File: src/rtl/psram_ctrl_pkg.sv
package psram_ctrl_pkg;

    typedef enum logic [2:0] {
        ST_IDLE,
        ST_SETUP,
        ST_READ,
        ST_WRITE,
        ST_HOLD,
        ST_GAP
    } psram_state_e;

    function automatic int cyc_max(input int a, input int b);
        return (a > b) ? a : b;
    endfunction

endpackage

File: src/rtl/psram_cycle_timer.sv
module psram_cycle_timer #(
    parameter int W = 3
) (
    input  logic         clk,
    input  logic         rst_n,
    input  logic         load,
    input  logic [W-1:0] load_val,
    output logic         zero
);

    logic [W-1:0] cnt_q;

    always_ff @(posedge clk) begin
        if (!rst_n) begin
            cnt_q <= '0;
        end else if (load) begin
            cnt_q <= load_val;
        end else if (cnt_q != '0) begin
            cnt_q <= cnt_q - 1'b1;
        end
    end

    assign zero = (cnt_q == '0);

endmodule

File: src/rtl/psram_refresh_guard.sv
module psram_refresh_guard #(
    parameter int LIMIT   = 1400,
    parameter int GAP_CYC = 7
) (
    input  logic clk,
    input  logic rst_n,
    input  logic selected,
    output logic expired
);

    localparam int BW = $clog2(LIMIT + 1);
    localparam int DW = $clog2(GAP_CYC + 1);

    logic [DW-1:0] run_q, run_d;
    logic [BW-1:0] busy_q;
    logic          gap_done;

    // Length of the current deselected run, saturating at GAP_CYC
    always_comb begin
        if (selected) begin
            run_d = '0;
        end else if (run_q != DW'(GAP_CYC)) begin
            run_d = run_q + 1'b1;
        end else begin
            run_d = run_q;
        end
    end

    assign gap_done = (run_d == DW'(GAP_CYC));

    always_ff @(posedge clk) begin
        if (!rst_n) begin
            run_q  <= '0;
            busy_q <= '0;
        end else begin
            run_q <= run_d;
            if (gap_done) begin
                busy_q <= '0;
            end else if (busy_q != BW'(LIMIT)) begin
                busy_q <= busy_q + 1'b1;
            end
        end
    end

    assign expired = (busy_q == BW'(LIMIT));

    AST_GAP_CLEARS: assert property (@(posedge clk) disable iff (!rst_n)
        gap_done |=> !expired);

    AST_EXPIRY_HOLDS: assert property (@(posedge clk) disable iff (!rst_n)
        (expired && selected) |=> expired);

endmodule

File: src/rtl/psram_ctrl.sv
module psram_ctrl
    import psram_ctrl_pkg::*;
#(
    parameter int ADDR_W      = 17,
    parameter int DATA_W      = 16,
    parameter int SETUP_CYC   = 1,
    parameter int RD_CYC      = 7,
    parameter int WR_CYC      = 6,
    parameter int GAP_CYC     = 7,
    parameter int GUARD_LIMIT = 1400
) (
    input  logic                clk,
    input  logic                rst_n,
    input  logic                req_valid,
    output logic                req_ready,
    input  logic                req_write,
    input  logic [ADDR_W-1:0]   req_addr,
    input  logic [DATA_W-1:0]   req_wdata,
    input  logic [DATA_W/8-1:0] req_be,
    output logic                rsp_valid,
    output logic [DATA_W-1:0]   rsp_rdata,
    output logic                mem_ce1_n,
    output logic                mem_ce2,
    output logic                mem_we_n,
    output logic                mem_oe_n,
    output logic                mem_ub_n,
    output logic                mem_lb_n,
    output logic [ADDR_W-1:0]   mem_addr,
    output logic [DATA_W-1:0]   mem_dq_out,
    input  logic [DATA_W-1:0]   mem_dq_in,
    output logic                mem_dq_oe
);

    localparam int BE_W    = DATA_W / 8;
    localparam int MAX_CYC = cyc_max(cyc_max(SETUP_CYC, RD_CYC), WR_CYC);
    localparam int TMR_W   = $clog2(MAX_CYC + 1);

    psram_state_e        state_q, state_d;
    logic                tmr_load, tmr_zero, guard_exp, accept, rd_last;
    logic [TMR_W-1:0]    tmr_val;
    logic [ADDR_W-1:0]   addr_q;
    logic [DATA_W-1:0]   wdata_q, rdata_q, lane_mask;
    logic [BE_W-1:0]     be_q;
    logic                write_q, rsp_q;

    generate
        for (genvar g = 0; g < BE_W; g++) begin : g_lane
            assign lane_mask[g*8 +: 8] = {8{be_q[g]}};
        end
    endgenerate

    psram_cycle_timer #(.W(TMR_W)) u_timer (
        .clk      (clk),
        .rst_n    (rst_n),
        .load     (tmr_load),
        .load_val (tmr_val),
        .zero     (tmr_zero)
    );

    psram_refresh_guard #(.LIMIT(GUARD_LIMIT), .GAP_CYC(GAP_CYC)) u_guard (
        .clk      (clk),
        .rst_n    (rst_n),
        .selected (!mem_ce1_n),
        .expired  (guard_exp)
    );

    assign accept  = (state_q == ST_IDLE) && !guard_exp && req_valid;
    assign rd_last = (state_q == ST_READ) && tmr_zero;

    // Next state and timer loads
    always_comb begin
        state_d  = state_q;
        tmr_load = 1'b0;
        tmr_val  = '0;
        unique case (state_q)
            ST_IDLE: begin
                if (guard_exp) begin
                    state_d = ST_GAP;
                end else if (req_valid) begin
                    state_d  = ST_SETUP;
                    tmr_load = 1'b1;
                    tmr_val  = TMR_W'(SETUP_CYC - 1);
                end
            end
            ST_SETUP: begin
                if (tmr_zero) begin
                    tmr_load = 1'b1;
                    if (write_q) begin
                        state_d = ST_WRITE;
                        tmr_val = TMR_W'(WR_CYC - 1);
                    end else begin
                        state_d = ST_READ;
                        tmr_val = TMR_W'(RD_CYC - 1);
                    end
                end
            end
            ST_READ:  if (tmr_zero) state_d = ST_IDLE;
            ST_WRITE: if (tmr_zero) state_d = ST_HOLD;
            ST_HOLD:  state_d = ST_IDLE;
            ST_GAP:   if (!guard_exp) state_d = ST_IDLE;
            default:  state_d = ST_IDLE;
        endcase
    end

    // State register
    always_ff @(posedge clk) begin
        if (!rst_n) state_q <= ST_IDLE;
        else        state_q <= state_d;
    end

    // Request capture and response
    always_ff @(posedge clk) begin
        if (!rst_n) begin
            addr_q  <= '0;
            wdata_q <= '0;
            be_q    <= '0;
            write_q <= 1'b0;
            rdata_q <= '0;
            rsp_q   <= 1'b0;
        end else begin
            rsp_q <= rd_last || (state_q == ST_HOLD);
            if (accept) begin
                addr_q  <= req_addr;
                wdata_q <= req_wdata;
                be_q    <= req_be;
                write_q <= req_write;
            end
            if (rd_last) rdata_q <= mem_dq_in & lane_mask;
        end
    end

    // Pin levels per state
    always_comb begin
        mem_ce1_n = 1'b1;
        mem_ce2   = 1'b0;
        mem_we_n  = 1'b1;
        mem_oe_n  = 1'b1;
        mem_ub_n  = 1'b1;
        mem_lb_n  = 1'b1;
        mem_dq_oe = 1'b0;
        unique case (state_q)
            ST_READ: begin
                mem_ce1_n = 1'b0;
                mem_ce2   = 1'b1;
                mem_oe_n  = 1'b0;
                mem_ub_n  = !be_q[BE_W-1];
                mem_lb_n  = !be_q[0];
            end
            ST_WRITE: begin
                mem_ce1_n = 1'b0;
                mem_ce2   = 1'b1;
                mem_we_n  = 1'b0;
                mem_dq_oe = 1'b1;
                mem_ub_n  = !be_q[BE_W-1];
                mem_lb_n  = !be_q[0];
            end
            ST_HOLD: begin
                mem_ce1_n = 1'b0;
                mem_ce2   = 1'b1;
                mem_dq_oe = 1'b1;
                mem_ub_n  = !be_q[BE_W-1];
                mem_lb_n  = !be_q[0];
            end
            ST_IDLE, ST_SETUP, ST_GAP: begin
            end
            default: begin
            end
        endcase
    end

    assign req_ready  = (state_q == ST_IDLE) && !guard_exp;
    assign rsp_valid  = rsp_q;
    assign rsp_rdata  = rdata_q;
    assign mem_addr   = addr_q;
    assign mem_dq_out = wdata_q;

    AST_READY_DESELECTED: assert property (@(posedge clk) disable iff (!rst_n)
        req_ready |-> (mem_ce1_n && !mem_ce2));

    AST_ADDR_STABLE: assert property (@(posedge clk) disable iff (!rst_n)
        (!mem_ce1_n && $past(!mem_ce1_n)) |-> $stable(mem_addr));

    AST_RSP_PULSE: assert property (@(posedge clk) disable iff (!rst_n)
        rsp_valid |=> !rsp_valid);

    AST_WE_SELECTED: assert property (@(posedge clk) disable iff (!rst_n)
        !mem_we_n |-> (!mem_ce1_n && mem_ce2 && mem_dq_oe && mem_oe_n));

    AST_WE_ENDS_WRITE: assert property (@(posedge clk) disable iff (!rst_n)
        $rose(mem_we_n) |-> (!mem_ce1_n && mem_dq_oe));

    AST_NO_BUS_FIGHT: assert property (@(posedge clk) disable iff (!rst_n)
        !(mem_dq_oe && !mem_oe_n));

    AST_OE_AFTER_RELEASE: assert property (@(posedge clk) disable iff (!rst_n)
        $fell(mem_oe_n) |-> !$past(mem_dq_oe));

    AST_GAP_FORCED: assert property (@(posedge clk) disable iff (!rst_n)
        (guard_exp && state_q == ST_IDLE) |=> (state_q == ST_GAP && mem_ce1_n));

endmodule

File: config.mk
export PLATFORM = sky130hd
export DESIGN_NAME = psram_ctrl
export DESIGN_NICKNAME = d
export VERILOG_FILES = /design/src/rtl/psram_ctrl_pkg.sv /design/src/rtl/psram_cycle_timer.sv /design/src/rtl/psram_refresh_guard.sv /design/src/rtl/psram_ctrl.sv
export SDC_FILE = /design/constraint.sdc
export NUM_CORES = 1
export LEC_CHECK = 0
export BUFFER_PORTS_ARGS = -buffer_cell sky130_fd_sc_hd__buf_2
export CORE_UTILIZATION = 30
export CTS_BUF_LIST = sky130_fd_sc_hd__clkbuf_8 sky130_fd_sc_hd__clkbuf_16
export CTS_CLUSTER_SIZE = 16
export DETAILED_ROUTE_END_ITERATION = 6
export PLACE_DENSITY = 0.63
export SYNTH_ARGS = -nofsm -noshare
export SYNTH_HDL_FRONTEND = slang
export SYNTH_SLANG_ARGS = --single-unit
File: constraint.sdc
create_clock -name clk -period 1.7 [get_ports clk]
set_input_delay 0.34 -clock clk [delete_from_list [all_inputs] [get_ports clk]]
set_output_delay 0.34 -clock clk [all_outputs]
set_load 0.01 [all_outputs]
# Word level (Yosys, flattened, before mapping)

Index checks and enable logic that the tools add are counted.

Shifts and indexed selects: 0
Multipliers: 0
Multiplexer cells: 26
Bitwise gates (word level): 2
Divide/modulo/power cells: 0
Reduce and logical (&&, ||, !) cells: 15
$add $sub $neg: 3
Equality and inequality tests: 14
Order comparisons: 0

Operator list:

| kind                    | number |
|---|---|
| $mux W3                 | 12 |
| $and A16 B16 Y16        | 1 |
| $pmux W3 S5             | 1 |
| $add A11 B1 Y11 const B | 1 |
| $eq A11 B11 Y1 const B  | 1 |
| $mux W1                 | 11 |
| $ne A11 B11 Y1 const B  | 1 |
| $eq A3 B3 Y1 const B    | 3 |
| $ne A2 B2 Y1 const B    | 4 |
| $eq A3 B2 Y1 const B    | 2 |
| $logic_not A3 Y1        | 2 |
| $ne A3 B3 Y1 const B    | 2 |
| $reduce_and A5 Y1       | 1 |
| $reduce_or A2 Y1        | 2 |
| $add A3 B1 Y3 const B   | 1 |
| $eq A3 B1 Y1 const B    | 1 |
| $logic_and A1 B1 Y1     | 3 |
| $logic_not A1 Y1        | 3 |
| $reduce_bool A3 Y1      | 1 |
| $reduce_or A3 Y1        | 1 |
| $sub A3 B1 Y3 const B   | 1 |
| $mux W2                 | 1 |
| $pmux W1 S2             | 1 |
| $reduce_bool A2 Y1      | 1 |
| other kinds (2)         | 2 |

Bits in writable memories: 0
Memories kept: 0
Word-level logic and storage cells: 70
Register bits after elaboration: 73
Bits in read-only memories: 0
Latch bits: 0
Output and inout port bits: 58

# Depth between registers and ports, before layout

Depth in word-level cells: 5
Depth in mapped cells: 9
Mapped depth without buffers: 6

# Hierarchy

A second synthesis with hierarchy kept.

Cells, all modules: 379
Area, all modules: 3338.2 sq um

Modules (own cells, without submodules):

| module              | area an instance (sq um) | cells an instance | instances |
|---|---|---|---|
| psram_ctrl          | 2361.0                   | 270               | 1 |
| psram_refresh_guard | 772.0                    | 87                | 1 |
| psram_cycle_timer   | 205.2                    | 22                | 1 |

# Worst setup path before layout

No wires, ideal clock.

Path kind: reg2reg
From: reg u_timer.cnt_q[0]
To: reg rdata_q[10] (netlist: rsp_rdata[10])
Data required time: 1.630 ns
Cell stages (with the launch flop): 10
Period minus slack after synthesis: 1.730 ns
Setup slack: -0.030 ns
Library setup time: 0.070 ns
Arrival time: 1.660 ns
Cell sequence: dfxtp_1 > inv_1 > ha_1 > nand2b_1 > clkbuf_1 > or3_1 > clkbuf_1 > clkbuf_1 > nand2_1 > a21boi_1

Cells in the longest elaborated chain, start to end: 2

RTL lines:

| item                   | line                    | text |
|---|---|---|
| start, declared        | psram_cycle_timer.sv:11 | `logic [W-1:0] cnt_q;` |
| start signal, assigned | psram_cycle_timer.sv:17 | `cnt_q <= load_val;` |
| start signal, assigned | psram_cycle_timer.sv:19 | `cnt_q <= cnt_q - 1'b1;` |
| $logic_not A3 Y1       | psram_cycle_timer.sv:23 | `assign zero = (cnt_q == '0);` |
| $logic_and A1 B1 Y1    | psram_ctrl.sv:68        | `assign rd_last = (state_q == ST_READ) && tmr_zero;` |
| end signal, assigned   | psram_ctrl.sv:128       | `if (rd_last) rdata_q <= mem_dq_in & lane_mask;` |
| end, declared          | psram_ctrl.sv:42        | `logic [DATA_W-1:0] wdata_q, rdata_q, lane_mask;` |

Every way passes these cells.
A chain may end at the register's enable or synchronous reset.

# Final worst setup path

From: reg u_guard.busy_q[2]
To: out req_ready

Cells in the longest elaborated chain, start to end: 3

RTL lines:

| item                   | line                      | text |
|---|---|---|
| start, declared        | psram_refresh_guard.sv:15 | `logic [BW-1:0] busy_q;` |
| start signal, assigned | psram_refresh_guard.sv:40 | `busy_q <= busy_q + 1'b1;` |
| $eq A11 B11 Y1         | psram_refresh_guard.sv:45 | `assign expired = (busy_q == BW'(LIMIT));` |
| $logic_not A1 Y1       | psram_ctrl.sv:171         | `assign req_ready = (state_q == ST_IDLE) && !guard_exp;` |
| $logic_and A1 B1 Y1    | psram_ctrl.sv:171         |  |
| end, declared          | psram_ctrl.sv:15          | `output logic req_ready,` |

Every way passes these cells.

==> results.sh <==
export IMPL_status="finished with violations"
export IMPL_violations="negative setup slack"
export IMPL_synth_common_cells="dfxtp_1 (73), nor2b_1 (41), mux2i_1 (39), nand2_1 (26), nand3_1 (22)"
export IMPL_worstSetupPathType="register to output port"
export IMPL_ys_seq_elements=73
export IMPL_synth_edf_count=0
export IMPL_post_drt_wl_per_cell_um=12.5
export IMPL_postLayoutCoreUtil_pct=45.2
export IMPL_syn_avg_cell_area_sq_um=9.64
export IMPL_syn_cell_area_sq_mm=0.00312
export IMPL_synth_area_leaders="dfxtp_1 (47%), mux2i_1 (13%), nor2b_1 (8.2%)"
export IMPL_min_path_cells=3
export IMPL_worst_pin_slew_ns=0.369
export IMPL_track_usage_pct=14.0
export IMPL_dr_wl_met3_um=423
export IMPL_fmax_mhz=500
export IMPL_diodes=0
export IMPL_worstPathMaxFanout=2
export IMPL_vias_per_cell=4.46
export IMPL_fin_nets=528
export IMPL_top_layer="met4"
export IMPL_ys_seq_area_share_pct=46.8
export IMPL_h_tree_depth=3
export IMPL_holdPathEnd="mem_addr[6]"
export IMPL_grt_pass1_wl_um=12200
export IMPL_wl_met1_um=3340
export IMPL_setup_tns_final_ns=-8.81
export IMPL_clkTransAtPathRegs_ns=0.08
export IMPL_postSynthNetCount=384
export IMPL_drive_gt1_share_pct=40.2
export IMPL_cts_hold_buf=0
export IMPL_ios=113
export IMPL_r2r_end="mem_dq_out[11]"
export IMPL_die_x_um=104
export IMPL_stdcell_count=606
export IMPL_min_period_ns=2.00
export IMPL_fin_crit_sh_pct=118
export IMPL_synth_top_cell_area_share_pct=46.8
export IMPL_fp_dieArea_sq_mm=0.0108
export IMPL_syn_inst=324
export IMPL_hold_viol_final=0
export IMPL_area_growth_syn_to_layout_pct=43.4
export IMPL_ys_warn_count=0
export IMPL_cts_sinks=73
export IMPL_rows=36
export IMPL_required_ns=1.36
export IMPL_whs_ns=0.250
export IMPL_cts_buffers_inserted=9
export IMPL_overflow=0
export IMPL_dr_first_iter_drc_count=121
export IMPL_synth_largest_area_cell="dfxtp_1"
export IMPL_clockBufferDepth=2
export IMPL_min_path_type="primary input to register"
export IMPL_power_leakage_nw=2.14
export IMPL_detail_route_antenna_nets=0
export IMPL_r2r_slack_ns=-0.28
export IMPL_grt_max_degree=41
export IMPL_yosysMostFrequentCell="dfxtp_1"
export IMPL_ys_flop_type="dfxtp_1"
export IMPL_dp_cells=576
export IMPL_first_pass_iters=4
export IMPL_ys_types=36
export IMPL_clock_latency_ns=0.33
export IMPL_report_final_slew_viol_count=0
export IMPL_drc=0
export IMPL_wirelength_um=7560
export IMPL_relSlewSlack_pct=75.2
export IMPL_rsz0062_at_grt="true"
export IMPL_final_setup_skew_ns=0.00840
export IMPL_cap_violations=0
export IMPL_end_kind="output port"
export IMPL_final_setup_worst_slack_ns=-0.299
export IMPL_place_congestion=0.756
export IMPL_reg2reg_from="u_guard.busy_q[2]"
export IMPL_dp_hpwl_um=5120
export IMPL_grt_pass1_vias=2567
export IMPL_cts_tree="yes"
export IMPL_start_util_pct=31.5
export IMPL_cts_root_buf="clkbuf_8"
export IMPL_dpl_worst_slack_ns=-0.100
export IMPL_die_h_um=104
export IMPL_async_flop_share_pct=0
export IMPL_antenna_found_initial=0
export IMPL_num_vias=2701
export IMPL_ff2ff_path_depth=8
export IMPL_powerDensity_mw_per_mm2=1310
export IMPL_ir_worst_vdd_v=0.000432
export IMPL_wl_met2_um=3720
export IMPL_setup_violations=40
export IMPL_min_from="req_addr[6]"
export IMPL_cp_arrival_ns=1.66
export IMPL_core_area_sq_mm=0.00991
export IMPL_port_buffer_count=112
export IMPL_start_kind="register"
-- where the power goes --
| group | internal, mW | switching (mW) | leakage (nW) |
|---|---|---|---|
| logic | 1.42 | 1.17 | 1.45 |
| clock network | 0.504 | 0.603 | 0.0963 |
| registers | 1.98 | 0.173 | 0.599 |
| total | 3.90 | 1.95 | 2.14 |
-- stage by stage --
| stage | area (sq um) | power (mW) |
|---|---|---|
| after floorplan | 3130 | 3.47 |
| after global placement | 3990 | 4.14 |
| after detailed placement | 3990 | 4.19 |
| after CTS | 4410 | 5.84 |
| after global routing | 4480 | 6.26 |
| final | 4480 | 5.85 |
-- cells in the final DEF, fill, tap and decap left out, drive strengths merged, types with 2 or more instances in the layout --
master | netlist | routed
a21boi | 17 | 17
a21oi | 4 | 4
and2 | 2 | 2
and3 | 2 | 2
buf | 5 | 153
clkbuf | 16 | 9
clkinv | 0 | 4
dfxtp | 73 | 73
ha | 5 | 5
inv | 5 | 8
mux2i | 39 | 39
nand2 | 26 | 26
nand2b | 5 | 5
nand3 | 22 | 22
nand4 | 4 | 4
nor2 | 21 | 21
nor2b | 41 | 41
nor3 | 6 | 6
nor3b | 4 | 4
o21ai | 3 | 3
or3 | 2 | 2
xnor2 | 2 | 2
xor2 | 9 | 9
-- kinds of logic (layout without fill, tap and decap cells) --
family                   after synthesis  after routing  synth area share (%)
buffers and inverters                 26            175                  4.13
adder cells (fa/ha/maj)                5              5                  2.00
AND/OR/NAND/NOR                      140            140                  24.2
multiplexers                          39             39                  12.5
AO/OA/AOI/OAI                         30             30                  7.29
XOR/XNOR                              11             11                  3.09
flip-flops                            73             73                  46.8
-- state kept, by name, summed over array words and instances (netlist names) --
register	cells
u_timer.cnt_q	3
mem_dq_out	16
state_q	3
mem_addr	17
rsp_rdata	16
u_guard.run_q	3
be_q	2
u_guard.busy_q	11
rsp_valid	1
write_q	1
-- metal layers --
layer	global-route usage, %	up-vias
met5	0	-
met4	4.90	0
met3	4.57	7
met2	23.6	54
met1	16.6	1255
li1	-	1385
-- timing repair --
| item | 4_1_cts | 5_1_grt |
|---|---|---|
| endpoints found under the setup margin | 43 | 72 |
| gates resized for setup | 16 | 17 |
| gates cloned | 4 | 1 |
| pin swaps | 2 | 3 |
| setup buffers | 8 | 2 |
-- area by class of cell --
| class | instances | area [sq um] |
|---|---|---|
| Clock buffer | 9 | 124 |
| Clock inverter | 7 | 31.3 |
| Fill cell | 970 | 5430 |
| Inverter | 5 | 18.8 |
| Multi-Input combinational cell | 225 | 1610 |
| Sequential cell | 73 | 1470 |
| Tap cell | 133 | 166 |
| Timing Repair Buffer | 154 | 1060 |
-- how the worst max path moves through the flow --
stage,start,end,depth (start not counted)
2_1_floorplan,u_guard.busy_q[2],be_q[0],5
3_3_place_gp,u_guard.busy_q[2],mem_dq_out[14],5
3_5_place_dp,u_guard.busy_q[2],mem_dq_out[11],5
4_1_cts,u_guard.busy_q[2],req_ready,5
5_1_grt,u_guard.busy_q[2],req_ready,5
6_report,u_guard.busy_q[2],req_ready,5
-- critical path, stage by stage, from the launching register on --
cell and delay, ns:
dfxtp_2 0.32, or4b_4 0.53, buf_4 0.15, nor3_4 0.13
nor2_2 0.06, buf_2 0.13
(Power assumes the default switching activity.)
